--- config.mk ---
export PLATFORM = sky130hd
export DESIGN_NAME = keeper_regbank
export DESIGN_NICKNAME = d
export VERILOG_FILES = /design/src/rtl/keeper_pkg.sv /design/src/rtl/keeper_burst_stage.sv /design/src/rtl/keeper_scratch_ram.sv /design/src/rtl/keeper_charge_decode.sv /design/src/rtl/keeper_regbank.sv
export SDC_FILE = /design/constraint.sdc
export NUM_CORES = 1
export LEC_CHECK = 0
export ABC_AREA = 1
export CORE_MARGIN = 2
export CORE_UTILIZATION = 55
export CTS_CLUSTER_SIZE = 24
export DETAILED_ROUTE_END_ITERATION = 7
export PLACE_DENSITY = 0.76
export SLEW_MARGIN = 25
export SYNTH_ARGS = -nofsm -noshare
export SYNTH_HDL_FRONTEND = slang
export SYNTH_SLANG_ARGS = --single-unit
--- constraint.sdc ---
create_clock -name clk -period 5.3 [get_ports clk]
set_clock_uncertainty 0.05 [all_clocks]
set_input_delay 1.06 -clock clk [delete_from_list [all_inputs] [get_ports clk]]
set_output_delay 1.06 -clock clk [all_outputs]
set_load 0.03 [all_outputs]
--- src/rtl/keeper_pkg.sv ---
package keeper_pkg;

    localparam int DATA_W     = 8;
    localparam int ADDR_W     = 5;
    localparam int CLK_SLOTS  = 8;
    localparam int RAM_BYTES  = 31;
    localparam int CTRL_LOC   = 7;
    localparam int CHARGE_LOC = 8;
    localparam logic [3:0] CHARGE_KEY = 4'b1010;

    typedef enum logic {
        SPACE_CLOCK = 1'b0,
        SPACE_RAM   = 1'b1
    } space_e;

    typedef struct packed {
        logic                valid;
        logic                write;
        logic                burst;
        space_e              space;
        logic [ADDR_W-1:0]   addr;
        logic [DATA_W-1:0]   data;
    } req_t;

    typedef struct packed {
        logic       enable;
        logic [1:0] diodes;
        logic [1:0] res_sel;
    } charge_t;

    // Key in the upper nibble, legal diode code, non-zero resistor code.
    function automatic charge_t decode_charge(input logic [7:0] cfg);
        charge_t res;
        logic    key_ok;
        logic    diode_ok;
        logic    res_ok;
        key_ok   = (cfg[7:4] == CHARGE_KEY);
        diode_ok = (cfg[3:2] == 2'b01) || (cfg[3:2] == 2'b10);
        res_ok   = (cfg[1:0] != 2'b00);
        res      = '0;
        if (key_ok && diode_ok && res_ok) begin
            res.enable  = 1'b1;
            res.diodes  = (cfg[3:2] == 2'b01) ? 2'd1 : 2'd2;
            res.res_sel = cfg[1:0];
        end
        return res;
    endfunction

endpackage

--- src/rtl/keeper_burst_stage.sv ---
module keeper_burst_stage #(
    parameter int DATA_W = keeper_pkg::DATA_W,
    parameter int SLOTS  = keeper_pkg::CLK_SLOTS,
    parameter int IDX_W  = keeper_pkg::ADDR_W
) (
    input  logic                         clk,
    input  logic                         rst,
    input  logic                         step,
    input  logic                         clear,
    input  logic                         stage_we,
    input  logic [DATA_W-1:0]            wdata,
    output logic [IDX_W-1:0]             idx,
    output logic                         commit,
    output logic [(SLOTS-1)*DATA_W-1:0]  staged_slots,
    output logic                         staged_top_bit
);

    localparam logic [IDX_W-1:0] IDX_MAX = '1;
    localparam logic [IDX_W-1:0] LAST    = IDX_W'(SLOTS - 1);

    logic [IDX_W-1:0]  idx_q;
    logic [DATA_W-1:0] hold_q [SLOTS-1];

    always_ff @(posedge clk) begin
        if (rst || clear) begin
            idx_q <= '0;
        end else if (step && idx_q != IDX_MAX) begin
            idx_q <= idx_q + 1'b1;
        end
    end

    // The buffer needs no clearing on abort: a fresh burst rewrites every
    // entry before the last byte can commit.
    for (genvar g = 0; g < SLOTS - 1; g++) begin : g_hold
        always_ff @(posedge clk) begin
            if (rst) begin
                hold_q[g] <= '0;
            end else if (stage_we && idx_q == IDX_W'(g)) begin
                hold_q[g] <= wdata;
            end
        end
        assign staged_slots[g*DATA_W +: DATA_W] = hold_q[g];
    end

    assign idx            = idx_q;
    assign commit         = stage_we && (idx_q == LAST);
    assign staged_top_bit = wdata[DATA_W-1];

    assert_end_rewinds_R9: assert property (@(posedge clk) disable iff (rst)
        clear |=> (idx_q == '0));

    assert_idle_holds_index_R6: assert property (@(posedge clk) disable iff (rst)
        (!step && !clear) |=> $stable(idx_q));

endmodule

--- src/rtl/keeper_scratch_ram.sv ---
module keeper_scratch_ram #(
    parameter int DATA_W = keeper_pkg::DATA_W,
    parameter int DEPTH  = keeper_pkg::RAM_BYTES,
    parameter int AW     = keeper_pkg::ADDR_W
) (
    input  logic              clk,
    input  logic              rst,
    input  logic              we,
    input  logic [AW-1:0]     addr,
    input  logic [DATA_W-1:0] wdata,
    output logic [DATA_W-1:0] rdata
);

    logic [DATA_W-1:0]       mem_q [DEPTH];
    logic [DEPTH*DATA_W-1:0] mem_flat;

    for (genvar g = 0; g < DEPTH; g++) begin : g_word
        always_ff @(posedge clk) begin
            if (rst) begin
                mem_q[g] <= '0;
            end else if (we && addr == AW'(g)) begin
                mem_q[g] <= wdata;
            end
        end
        assign mem_flat[g*DATA_W +: DATA_W] = mem_q[g];
    end

    always_comb begin
        rdata = '0;
        for (int i = 0; i < DEPTH; i++) begin
            if (addr == AW'(i)) begin
                rdata = mem_q[i];
            end
        end
    end

    assert_no_store_beyond_R5: assert property (@(posedge clk) disable iff (rst)
        (we && addr >= AW'(DEPTH)) |=> $stable(mem_flat));

    assert_quiet_when_idle_R3: assert property (@(posedge clk) disable iff (rst)
        !we |=> $stable(mem_flat));

endmodule

--- src/rtl/keeper_charge_decode.sv ---
module keeper_charge_decode
    import keeper_pkg::*;
(
    input  logic [7:0] cfg,
    output charge_t    charge
);

    assign charge = decode_charge(cfg);

endmodule

--- src/rtl/keeper_regbank.sv ---
module keeper_regbank
    import keeper_pkg::*;
#(
    parameter int DW      = keeper_pkg::DATA_W,
    parameter int AW      = keeper_pkg::ADDR_W,
    parameter int NSLOT   = keeper_pkg::CLK_SLOTS,
    parameter int NRAM    = keeper_pkg::RAM_BYTES
) (
    input  logic          clk,
    input  logic          rst,
    input  logic          req_valid,
    input  logic          req_write,
    input  logic          req_burst,
    input  logic          req_space,
    input  logic [AW-1:0] req_addr,
    input  logic [DW-1:0] req_wdata,
    input  logic          req_end,
    output logic [DW-1:0] rsp_rdata,
    output logic          chg_enable,
    output logic [1:0]    chg_diodes,
    output logic [1:0]    chg_res_sel
);

    localparam int TIME_SLOTS = NSLOT - 1;
    localparam logic [AW-1:0] CTRL_A   = AW'(CTRL_LOC);
    localparam logic [AW-1:0] CHARGE_A = AW'(CHARGE_LOC);

    req_t req;
    assign req = '{valid: req_valid, write: req_write, burst: req_burst,
                   space: space_e'(req_space), addr: req_addr, data: req_wdata};

    // ---------------- burst index and clock staging ----------------
    logic [AW-1:0]              burst_idx;
    logic                       stage_commit;
    logic [TIME_SLOTS*DW-1:0]   staged_slots;
    logic                       staged_wp;
    logic                       clk_burst_wr;

    assign clk_burst_wr = req.valid && req.write && req.burst && (req.space == SPACE_CLOCK);

    keeper_burst_stage #(.DATA_W(DW), .SLOTS(NSLOT), .IDX_W(AW)) i_stage (
        .clk            (clk),
        .rst            (rst),
        .step           (req.valid && req.burst),
        .clear          (req_end),
        .stage_we       (clk_burst_wr),
        .wdata          (req.data),
        .idx            (burst_idx),
        .commit         (stage_commit),
        .staged_slots   (staged_slots),
        .staged_top_bit (staged_wp)
    );

    logic [AW-1:0] loc;
    logic          single_wr;
    logic          clk_single_wr;
    assign loc           = req.burst ? burst_idx : req.addr;
    assign single_wr     = req.valid && req.write && !req.burst;
    assign clk_single_wr = single_wr && (req.space == SPACE_CLOCK);

    // ---------------- write-protect gate ----------------
    logic wp_q;
    logic burst_apply;
    assign burst_apply = stage_commit && !wp_q;

    always_ff @(posedge clk) begin
        if (rst) begin
            wp_q <= 1'b1;
        end else if (clk_single_wr && loc == CTRL_A) begin
            wp_q <= req.data[DW-1];
        end else if (burst_apply) begin
            wp_q <= staged_wp;
        end
    end

    // ---------------- clock slots ----------------
    logic [DW-1:0]            slot_q [TIME_SLOTS];
    logic [TIME_SLOTS*DW-1:0] slot_flat;

    for (genvar g = 0; g < TIME_SLOTS; g++) begin : g_slot
        always_ff @(posedge clk) begin
            if (rst) begin
                slot_q[g] <= '0;
            end else if (burst_apply) begin
                slot_q[g] <= staged_slots[g*DW +: DW];
            end else if (clk_single_wr && !wp_q && loc == AW'(g)) begin
                slot_q[g] <= req.data;
            end
        end
        assign slot_flat[g*DW +: DW] = slot_q[g];
    end

    // ---------------- charge configuration ----------------
    logic [7:0] charge_q;
    charge_t    charge;

    always_ff @(posedge clk) begin
        if (rst) begin
            charge_q <= '0;
        end else if (clk_single_wr && !wp_q && loc == CHARGE_A) begin
            charge_q <= req.data[7:0];
        end
    end

    keeper_charge_decode i_charge (
        .cfg    (charge_q),
        .charge (charge)
    );

    assign chg_enable  = charge.enable;
    assign chg_diodes  = charge.diodes;
    assign chg_res_sel = charge.res_sel;

    // ---------------- scratch RAM ----------------
    logic          ram_we;
    logic [DW-1:0] ram_rdata;
    assign ram_we = req.valid && req.write && (req.space == SPACE_RAM) && !wp_q;

    keeper_scratch_ram #(.DATA_W(DW), .DEPTH(NRAM), .AW(AW)) i_ram (
        .clk   (clk),
        .rst   (rst),
        .we    (ram_we),
        .addr  (loc),
        .wdata (req.data),
        .rdata (ram_rdata)
    );

    // ---------------- read path ----------------
    logic [DW-1:0] rd_next;

    always_comb begin
        rd_next = '0;
        if (req.space == SPACE_RAM) begin
            rd_next = ram_rdata;
        end else if (loc == CTRL_A) begin
            rd_next = {wp_q, {(DW-1){1'b0}}};
        end else if (loc == CHARGE_A && !req.burst) begin
            rd_next = charge_q;
        end else begin
            for (int i = 0; i < TIME_SLOTS; i++) begin
                if (loc == AW'(i)) begin
                    rd_next = slot_q[i];
                end
            end
        end
    end

    always_ff @(posedge clk) begin
        if (rst) begin
            rsp_rdata <= '0;
        end else if (req.valid && !req.write) begin
            rsp_rdata <= rd_next;
        end
    end

    // ---------------- assertions ----------------
    assert_reset_state_R1: assert property (@(posedge clk) disable iff (rst)
        $past(rst) |-> (wp_q && charge_q == 8'h00 && rsp_rdata == '0));

    assert_ctrl_low_zero_R2: assert property (@(posedge clk) disable iff (rst)
        (req_valid && !req_write && !req_burst && !req_space && req_addr == CTRL_A)
        |=> (rsp_rdata[DW-2:0] == '0));

    assert_wp_freeze_R3: assert property (@(posedge clk) disable iff (rst)
        wp_q |=> ($stable(slot_flat) && $stable(charge_q)));

    assert_no_early_commit_R7: assert property (@(posedge clk) disable iff (rst)
        (clk_burst_wr && burst_idx < AW'(NSLOT - 1)) |=> $stable(slot_flat));

    assert_burst_skips_charge_R11: assert property (@(posedge clk) disable iff (rst)
        (req_valid && req_burst) |=> $stable(charge_q));

    assert_charge_off_zero_R12: assert property (@(posedge clk) disable iff (rst)
        !chg_enable |-> (chg_diodes == 2'd0 && chg_res_sel == 2'd0));

    assert_charge_on_legal_R12: assert property (@(posedge clk) disable iff (rst)
        chg_enable |-> ($countones(chg_diodes) == 1 && chg_res_sel != 2'd0));

endmodule

* Word level (Yosys, flattened, before mapping)
Memory sizes are Yosys's and may differ from the RTL's.
Index checks and enable logic that the tools add are counted.
** Storage, ports and cells
- Register bits after elaboration :: 22
- Bits in writable memories :: 360
- Input bits :: 20
- Output and inout port bits :: 13
- Logic and storage cells :: 419
- Memories kept :: 3
** Memory list
- i_ram.mem_q :: words 31, bits a word 8, read ports 31, clocked after memory_dff 0, wr ports 31, line keeper_scratch_ram.sv:14 : logic [DATA_W-1:0] mem_q [DEPTH];
- i_stage.hold_q :: words 7, bits a word 8, read ports 7, clocked after memory_dff 0, wr ports 7, line keeper_burst_stage.sv:22 : logic [DATA_W-1:0] hold_q [SLOTS-1];
- slot_q :: words 7, bits a word 8, read ports 7, clocked after memory_dff 0, wr ports 7, line keeper_regbank.sv:77 : logic [DW-1:0] slot_q [TIME_SLOTS];
** Operators by class
- $add $sub $neg :: 1
- Equality and inequality tests :: 41
- Mux-type cells :: 245
- Bitwise operators :: 53
- Reduce and logical (&&, ||, !) cells :: 72
** Operator list (number)
- $mux W8 :: 93
- $mux W1 :: 149
- $eq A5 B5 Y1 const B :: 15
- $logic_and A1 B1 Y1 :: 63
- $or A1 B1 Y1 :: 52
- $eq A5 B3 Y1 const B :: 8
- $eq A5 B4 Y1 const B :: 8
- $eq A5 B2 Y1 const B :: 4
- $eq A5 B1 Y1 const B :: 2
- $logic_not A5 Y1 :: 2
- $mux W5 :: 2
- $add A5 B1 Y5 const B :: 1
- $ne A5 B5 Y1 const B :: 1
- $eq A4 B4 Y1 const B :: 1
- $reduce_bool A2 Y1 :: 2
- $logic_not A1 Y1 :: 3
- $eq A2 B1 Y1 const B :: 1
- $eq A2 B2 Y1 const B :: 1
- $logic_or A1 B1 Y1 :: 2
- $mux W2 :: 1
- $not A1 Y1 :: 1

* Depth between registers and ports, before layout
Gate-level depths: netlist of run 1.
- Depth after elaboration :: 34
- Depth in mapped cells :: 28

* Cells and area by module
A second synthesis of run 1 with hierarchy kept.
** Unflattened totals
- Cell total of the unflattened synthesis :: 1845
- Area, all modules :: 17730.8 µm²
** By module, submodules not included
- keeper_scratch_ram :: instances 1, cells an instance 1172, area an instance 11347.1 µm²
- keeper_regbank :: instances 1, cells an instance 460, area an instance 3868.7 µm²
- keeper_burst_stage :: instances 1, cells an instance 193, area an instance 2431.1 µm²
- keeper_charge_decode :: instances 1, cells an instance 20, area an instance 83.8 µm²

* Worst setup path after synthesis of run 1
No wires, ideal clock.
- Path kind :: input -> register
- Start :: input req_burst
- End :: memory i_ram.mem_q[27][0] (netlist: i_ram.mem_q[1][88]), enable pin
- Setup time :: 0.384 ns
- Arrival :: 3.034 ns
- Setup slack :: 1.832 ns
- Cell stages on the path :: 11
- Buffers on the path :: 2
- Path through :: inv_2 > buf_6 > nand2_1 > o21ai_4 > inv_2 > buf_2 > nor3_1 > inv_2 > nor2_1 > inv_1 > o21ai_0
** RTL lines
- start: declaration :: line keeper_regbank.sv:13 : input logic req_burst,
- end: declaration :: line keeper_scratch_ram.sv:14

* Final worst setup path of run 1
- Start :: input req_burst
- End :: register rsp_rdata[0]
** On the way
- Longest elaborated chain between the ends :: 34
- Elaborated cells on any way between the ends :: 75
** Ends and longest elaborated chain
- $mux W5 :: line keeper_regbank.sv:57 : assign loc = req.burst ? burst_idx : req.addr;
- $logic_not A5 Y1 :: line keeper_scratch_ram.sv:31, keeper_regbank.sv:141
- $mux W8 (31 in series) :: line keeper_scratch_ram.sv:31 : if (addr == AW'(i)) begin
- $mux W8 * :: line keeper_regbank.sv:133 : if (req.space == SPACE_RAM) begin
- end signal: assignment :: line keeper_regbank.sv:152 : rsp_rdata <= rd_next;
- end: declaration :: line keeper_regbank.sv:18 : output logic [DW-1:0] rsp_rdata,
Every way passes the cells marked *; elsewhere a longest branch is shown, timed or not.
A chain may end at the register's enable or synchronous reset.

==> results of run 1 <==
## flip-flops by register name, indices dropped and copies added (netlist names)
register,flops
slot_q,56
i_ram.mem_q,248
rsp_rdata,8
wp_q,1
i_stage.hold_q,56
charge_q,8
i_stage.idx,5
## worst max-delay path by stage
stage	cells after the start	slack, ns	start	to
floorplan	11	1.83	req_burst	i_ram.mem_q[1][88]
global placement	22	0.37	req_burst	rsp_rdata[0]
global route	22	0.40	req_burst	rsp_rdata[5]
finish	22	0.75	req_burst	rsp_rdata[0]
detailed placement	22	0.26	req_burst	rsp_rdata[0]
CTS	22	0.79	req_burst	rsp_rdata[0]
## metrics by stage
| step | std cells | cell area (um^2) | setup WS (ns) | power (mW) |
|---|---|---|---|---|
| 5_1_grt | 2228 | 19300 | 0.396 | 6.67 |
| 4_1_cts | 2227 | 19300 | 0.788 | 6.50 |
| 2_1_floorplan | 1761 | 17300 | 1.83 | 3.73 |
| 3_3_place_gp | 2159 | 18100 | 0.374 | 3.90 |
| 3_5_place_dp | 2159 | 18100 | 0.259 | 3.91 |
| 6_report | 2228 | 19300 | 0.746 | 6.50 |
## worst min-delay path: cells and delay by family, from the launching register on
family / cells / cell delay, ns
DFF: 1 / 0.31
buffers and inverters: 1 / 0.07
AOI/OAI and AO/OA: 1 / 0.06
## routing by layer
layer  wire length, um  GRT usage [%]  vias to the layer above
met5                 0              0                        -
met4              1750           11.3                        0
li1                  -              -                     6003
met1             17700           38.2                     6232
met2             20700           43.2                      803
met3              4920           4.84                      121
## area by class of cell
class / instances / area [um^2] / area share, %
inverters: 190 / 713 / 3.69
flip-flops and latches: 382 / 11300 / 58.2
well taps: 396 / 495 / 2.56
repair buffers: 75 / 643 / 3.33
clock inverters: 18 / 154 / 0.796
multi-input cells: 1116 / 5010 / 25.9
clock buffers: 50 / 1060 / 5.48
diodes: 1 / 2.50 / 0.0129
## layout by cell type (no fill, tap or decap), types with 3 or more instances in the layout
| cell type | count |
|---|---|
| clkbuf_16 | 40 |
| nor2_2 | 16 |
| nand4_1 | 45 |
| clkinv_2 | 7 |
| ha_1 | 6 |
| a22o_1 | 6 |
| inv_2 | 16 |
| dfxtp_1 | 22 |
| a211oi_1 | 3 |
| buf_4 | 43 |
| a21oi_1 | 65 |
| clkinv_1 | 7 |
| o211ai_1 | 3 |
| nor3_1 | 7 |
| clkdlybuf4s50_1 | 32 |
| a221oi_1 | 7 |
| o21ai_0 | 40 |
| o21ai_1 | 14 |
| nor2_1 | 403 |
| edfxtp_1 | 360 |
| clkbuf_1 | 8 |
| or2_2 | 31 |
| inv_1 | 172 |
| nor4_1 | 6 |
| nand2_1 | 326 |
| o22ai_1 | 56 |
| nand3_1 | 72 |
## power by group through the flow
| stage | sequential, mW | combinational [mW] | clock, mW |
|---|---|---|---|
| global route | 3.43 | 0.460 | 2.78 |
| finish | 3.43 | 0.428 | 2.65 |
| detailed placement | 3.49 | 0.418 | 0 |
| floorplan | 3.48 | 0.248 | 0 |
| CTS | 3.43 | 0.421 | 2.65 |
| global placement | 3.49 | 0.410 | 0 |
## cell families after synthesis
group	count (synthesis)	share of synthesized area, %
adder cells (fa/ha/maj)	6	0.435
buffers and inverters	263	5.82
AO/OA/AOI/OAI	196	6.55
flip-flops	382	65.2
AND/OR/NAND/NOR	914	22.0
==> impl_metrics.csv, run 1 <==
group,metric,value,unit
hold_path,worstHoldPathCells,2,
yosys,synth_edf_count,360,
hold_path,hp-start,"charge_q[4]",
cells_and_area,final_util,62.9,%
yosys,yosysSeqAreaShare,65.2,%
sta,rsz0062_at_grt,"no",
run,maxCapViolations,0,
worst_setup_path,critical_path_buf_inv_count,4,
floorplan,num_rows,64,
floorplan,ios,33,
worst_setup_path,cpPeakStageDelay,0.77,ns
sta,max_freq,0.220,GHz
sta,slew_headroom,44.0,%
yosys,async_flop_share,0,%
clock_tree,cts_buffers,39,
sta,hold_viol,0,
global_route,grt_pass1_wl,69400,um
detailed_routing,drc,0,
global_route,grt_max_degree,71,
cells_and_area,layout.nets,1830,
place,dp_hpwl,29600,um
detailed_routing,routed_wl,45100,um
yosys,netlist_area,17300,um^2
clock_tree,root_buffer,"clkbuf_16",
clock_tree,insertion_delay,0.54,ns
sta,fin_crit_sh,85.9,%
worst_setup_path,path_delay_family,"simple AND/OR/NAND/NOR gates",
yosys,synth_seq_cells,382,
worst_setup_path,arrival,4.94,ns
sta,worst_slew_pin_slew,0.840,ns
worst_setup_path,cp_cell_sequence,"clkdlybuf4s50_1 > inv_2 > o21ai_4 > inv_2 > nand2_2 > inv_1 > nand2_1 > nand4_1 > nor2_1 > nand4_1 > nand2_1 > nand4_1 > nand2_1 > nand4_1 > nor2_1 > nand4_1 > nand2_1 > nand4_1 > nor2_1 > nand4_1 > nand2_1 > a21oi_1",
detailed_routing,wire_per_inst,20.2,um
yosys,synth_top_area_share,62.6,%
place,port_buffers,32,
detailed_routing,detail-route-antenna-nets,0,
power_and_ir_drop,p_int,5.01,mW
detailed_routing,drt_iter0_markers,1813,
worst_setup_path,end_kind,"register",
worst_setup_path,r2r_cells,21,
global_route,gr-usage-all-layers,27.5,%
power_and_ir_drop,pwr_density_cell,336,nW/um^2
clock_tree,clk_pin_slew,0.07,ns
power_and_ir_drop,p_comb_share,6.6,%
cells_and_area,synthToLayoutAreaGrowth,12.0,%
power_and_ir_drop,p_leak,7.47,nW
sta,finalCriticalPeriod,4.55,ns
cells_and_area,num-fill-cells,2449,
yosys,synth_commonest_cells,"nor2_1, edfxtp_1, nand2_1, inv_1, nand3_1",
hold_path,hp-class,"reg2reg",
yosys,synth_area_per_cell,9.80,um^2
floorplan,core_area,30700,um^2
global_route,antenna_found_initial,1,
clock_tree,postCtsSetupBuffers,0,
sta,setup_viol,0,
yosys,yosysTopAreaCell,"edfxtp_1",
clock_tree,cts_tree,"yes",
worst_setup_path,critPathMaxFanout,17,
worst_setup_path,crit_required,5.68,ns
yosys,yosysWarnings,0,
cells_and_area,drive_above_1_share,9.12,%
floorplan,dieArea,32800,um^2
worst_setup_path,cp_slowest_cell,"clkdlybuf4s50_1",
detailed_routing,detail_route.first_pass.iterations,7,
clock_tree,cts-hold-fix-buffers,0,
clock_tree,cts_resized,0,
yosys,ys_types,33,
worst_setup_path,path_class,"in2reg",
sta,tns,0,ns
yosys,synth.most_common_cell,"nor2_1",
power_and_ir_drop,power_frac_seq,52.7,%
power_and_ir_drop,swShare,23.0,%
floorplan,start_util,56.1,%
yosys,synth_top_flop_cell,"edfxtp_1",
worst_setup_path,start_kind,"input pin",
global_route,grt_overflow,0,
clock_tree,cts.sinks,382,
worst_setup_path,timing.critical_path.mode_cell,"nand4_1",
worst_setup_path,r2r-end,"rsp_rdata[0]",
power_and_ir_drop,clockPowerShare,40.7,%
power_and_ir_drop,ir_drop,0.364,mV
yosys,synth.area.top_cells,"edfxtp_1, nor2_1, nand2_1, inv_1, dfxtp_1",
worst_setup_path,rrSetupSlack,1.65,ns
hold_path,min_to,"charge_q[4]",
yosys,synthCells,1761,
sta,drv_slew,0,
yosys,synth_nets,1787,
detailed_routing,vias,13200,
place,gp_congestion,0.927,
power_and_ir_drop,p_sw,1.49,mW
clock_tree,h-tree-depth,2,
floorplan,dieHeight,181,um
global_route,first_global_vias,12600,
status,status,"complete, no violations",
sta,fin_hold_ws,0.434,ns
worst_setup_path,reg2reg_from,"i_stage.idx[4]",
floorplan,die_width,181,um
clock_tree,clock_path_buffers,3,
detailed_routing,routed_via_density,5.91,
No activity file was read; power rests on OpenSTA's default activity.
==> run 2, diff against run 1 <==
Settings changed: CAP_MARGIN set to 20.
==> results of run 2 <==
The final DEF is identical to that of run 1; final timing and power are the same.
==> run 3, diff against run 2 <==
Settings changed: SYNTH_HIERARCHICAL set to 1.
==> run 3 against run 2 <==
Clock-buffer cell count is 1 lower. Highest routed layer unchanged. Global-route usage is 0.35 points lower. First-iteration DRC count is 8.9% lower. Sequential power hardly changed. Synthesized area is 2.7% higher. Critical path type unchanged.
==> impl_metrics.csv, run 3 <==
group,metric,value,unit
clock_tree,cts.sinks,382,
run,maxCapViolations,0,
power_and_ir_drop,p_total,6.49,mW
cells_and_area,layout.nets,1936,
clock_tree,cts-hold-fix-buffers,0,
yosys,yosysSeqAreaShare,63.5,%
global_route,gr-usage-all-layers,27.2,%
clock_tree,clock_path_buffers,3,
floorplan,ios,33,
clock_tree,cts_tree,"yes",
detailed_routing,vias,13600,
yosys,synthMuxAreaShare,0,%
yosys,synth.most_common_cell,"nor2_1",
yosys,synth-simple-area-share,25.4,%
worst_setup_path,arrival,5.03,ns
global_route,grt_max_degree,73,
cells_and_area,num-fill-cells,2479,
sta,worst_slew_pin_slew,0.924,ns
worst_setup_path,critPathMaxFanout,6,
worst_setup_path,end_kind,"register",
global_route,grt_pass1_wl,70500,um
yosys,ys_types,35,
worst_setup_path,crit_required,5.67,ns
cells_and_area,final_area,19900,um^2
cells_and_area,n_antenna_cell,0,
detailed_routing,routed_via_density,5.82,
place,dp_hpwl,31000,um
cells_and_area,largest_reg_flops,248,
yosys,yosysTopAreaCell,"edfxtp_1",
cells_and_area,drive_above_1_share,9.44,%
sta,slew_headroom,38.3,%
clock_tree,cts_buffers,39,
worst_setup_path,start_kind,"input pin",
yosys,netlist_area,17700,um^2
status,status,"complete, no violations",
detailed_routing,routed_wl,45500,um
clock_tree,insertion_delay,0.53,ns
yosys,synth_edf_count,360,
clock_tree,root_buffer,"clkbuf_16",
detailed_routing,detail-route-antenna-nets,0,
cells_and_area,synthToLayoutAreaGrowth,12.3,%
cells_and_area,top_regs,"i_ram/mem_q (248), i_stage/hold_q (56), slot_q (56)",
floorplan,core_area,31600,um^2
worst_setup_path,path_class,"in2reg",
global_route,grt_overflow,0,
sta,fin_crit_sh,88.0,%
yosys,yosysWarnings,6,
sta,rsz0062_at_grt,"no",
detailed_routing,drc,0,
yosys,synth_nets,1871,
floorplan,dieHeight,184,um
yosys,synth_top_family_by_area,"simple AND/OR/NAND/NOR gates",
global_route,antenna_found_initial,0,
clock_tree,postCtsSetupBuffers,0,
place,placement.cell_area,18700,um^2
floorplan,start_util,56.0,%
yosys,synth_top_area_share,61.0,%
yosys,synth-xor-area-share,0,%
floorplan,num_rows,65,
clock_tree,h-tree-depth,2,
power_and_ir_drop,p_leak,7.63,nW
clock_tree,clk_pin_slew,0.06,ns
global_route,first_global_vias,13300,
cells_and_area,mostFrequentLayoutCells,"nor2_1, edfxtp_1, nand2_1, inv_1, nand3_1",
yosys,synth_seq_cells,382,
detailed_routing,wire_per_inst,19.4,um
yosys,synth-adder-area-share,0.423,%
cells_and_area,final_common_cell,"nor2_1",
clock_tree,cts_resized,0,
place,port_buffers,32,
cells_and_area,final_cells,2341,
yosys,synth_top_flop_cell,"edfxtp_1",
power_and_ir_drop,ir_drop,0.210,mV
sta,drv_slew,0,
detailed_routing,drt_iter0_markers,1652,
sta,hold_viol,0,
yosys,synthCells,1845,
sta,finalCriticalPeriod,4.66,ns
yosys,synth_commonest_cells,"nor2_1, edfxtp_1, nand2_1, inv_1, nand3_1",
yosys,synth_compound_area_share,5.38,%
yosys,synth.area.top_cells,"edfxtp_1, nor2_1, nand2_1, nand3_1, o21ai_0",
sta,setup_viol,0,
yosys,async_flop_share,0,%
sta,tns,0,ns
place,gp_congestion,0.933,
yosys,synth_area_per_cell,9.61,um^2
cells_and_area,top_register,"i_ram/mem_q",
floorplan,dieArea,33700,um^2
place,dp.cells,2271,
hold_path,hp-class,"reg2reg",
detailed_routing,detail_route.first_pass.iterations,6,
sta,max_freq,0.214,GHz
floorplan,die_width,184,um
power_and_ir_drop,pwr_density_cell,326,nW/um^2
## run 3: changes by cell type after synthesis, moves of 10 or more
cell      before  now
o21ai_0       53  122
nand3_1       73  138
o22ai_1       56    0
nand2_1      326  353
nand4_1       45   63
or2_2         31   15
clkbuf_1      61   46
a21oi_1       65   53
inv_1        174  162
or2_0          0   10
## run 3: cell families after synthesis
kind of cell	after synthesis
flops	382
simple gates	1029
fa+ha+maj	6
buf+inv	243
compound gates	185
## run 3: power by group
group / internal [mW] / total, mW / leakage (nW) / switching, mW
clock network: 1.50 / 2.63 / 0.592 / 1.12
logic: 0.112 / 0.445 / 3.14 / 0.334
registers: 3.39 / 3.42 / 3.90 / 0.0343
## run 3: final timing paths
| kind | start | endpoint | slack, ns | cells after the start |
|---|---|---|---|---|
| worst max-delay path | req_burst | rsp_rdata[5] | 0.64 | 27 |
| worst min-delay path | rsp_rdata[7] | rsp_rdata[7] | 0.47 | 2 |
| worst max register to register | i_stage/idx[4] | rsp_rdata[5] | 1.36 | 24 |
| worst min register to register | rsp_rdata[7] | rsp_rdata[7] | 0.47 | 2 |
## run 3: metrics by stage
step                worst slack, ns  util, %  hold WS [ns]
finish                        0.636     62.9         0.474
global route                  0.339     62.9         0.499
CTS                           0.772     62.9         0.479
detailed placement            0.218     59.1         0.456
global placement              0.264     59.1         0.449
floorplan                      1.53        -         0.398
## run 3: cell type report
class                           instances  area [um^2]  share of cell area (%)
Sequential cell                       382        11300                    56.5
Multi-Input combinational cell       1220         5530                    27.8
Clock buffer                           49         1040                    5.25
Timing Repair Buffer                   86          726                    3.65
Inverter                              181          681                    3.42
Tap cell                              402          503                    2.53
Clock inverter                         21          170                   0.855
## run 3: worst max-delay path, cell delays in order
cell	delay (ns)
clkdlybuf4s50_1	0.56
buf_4	0.23
o21ai_0	0.26
buf_4	0.21
inv_2	0.06
nor2_4	0.16
nand2_1	0.09
nor2_1	0.42
inv_1	0.16
nor2_1	0.15
nor2_1	0.05
nand2_1	0.07
nand4_1	0.11
nand2_1	0.10
nand3_1	0.07
nand2_1	0.09
nand4_1	0.10
nor2_1	0.15
nand3_1	0.11
nand2_1	0.08
nand4_1	0.09
nand2_1	0.07
nand3_1	0.09
nand2_1	0.08
nand4_1	0.10
a21oi_1	0.23
a21oi_2	0.08
## run 3: metal layers
layer | wire [um] | share of wire (%) | global-route usage [%] | up-vias
li1 | - | - | - | 6324
met1 | 17600 | 39 | 35.0 | 6470
met2 | 22300 | 49 | 46.2 | 701
met3 | 3730 | 8.2 | 3.78 | 134
met4 | 1910 | 4.2 | 11.8 | 0
met5 | 0 | 0 | 0 | -
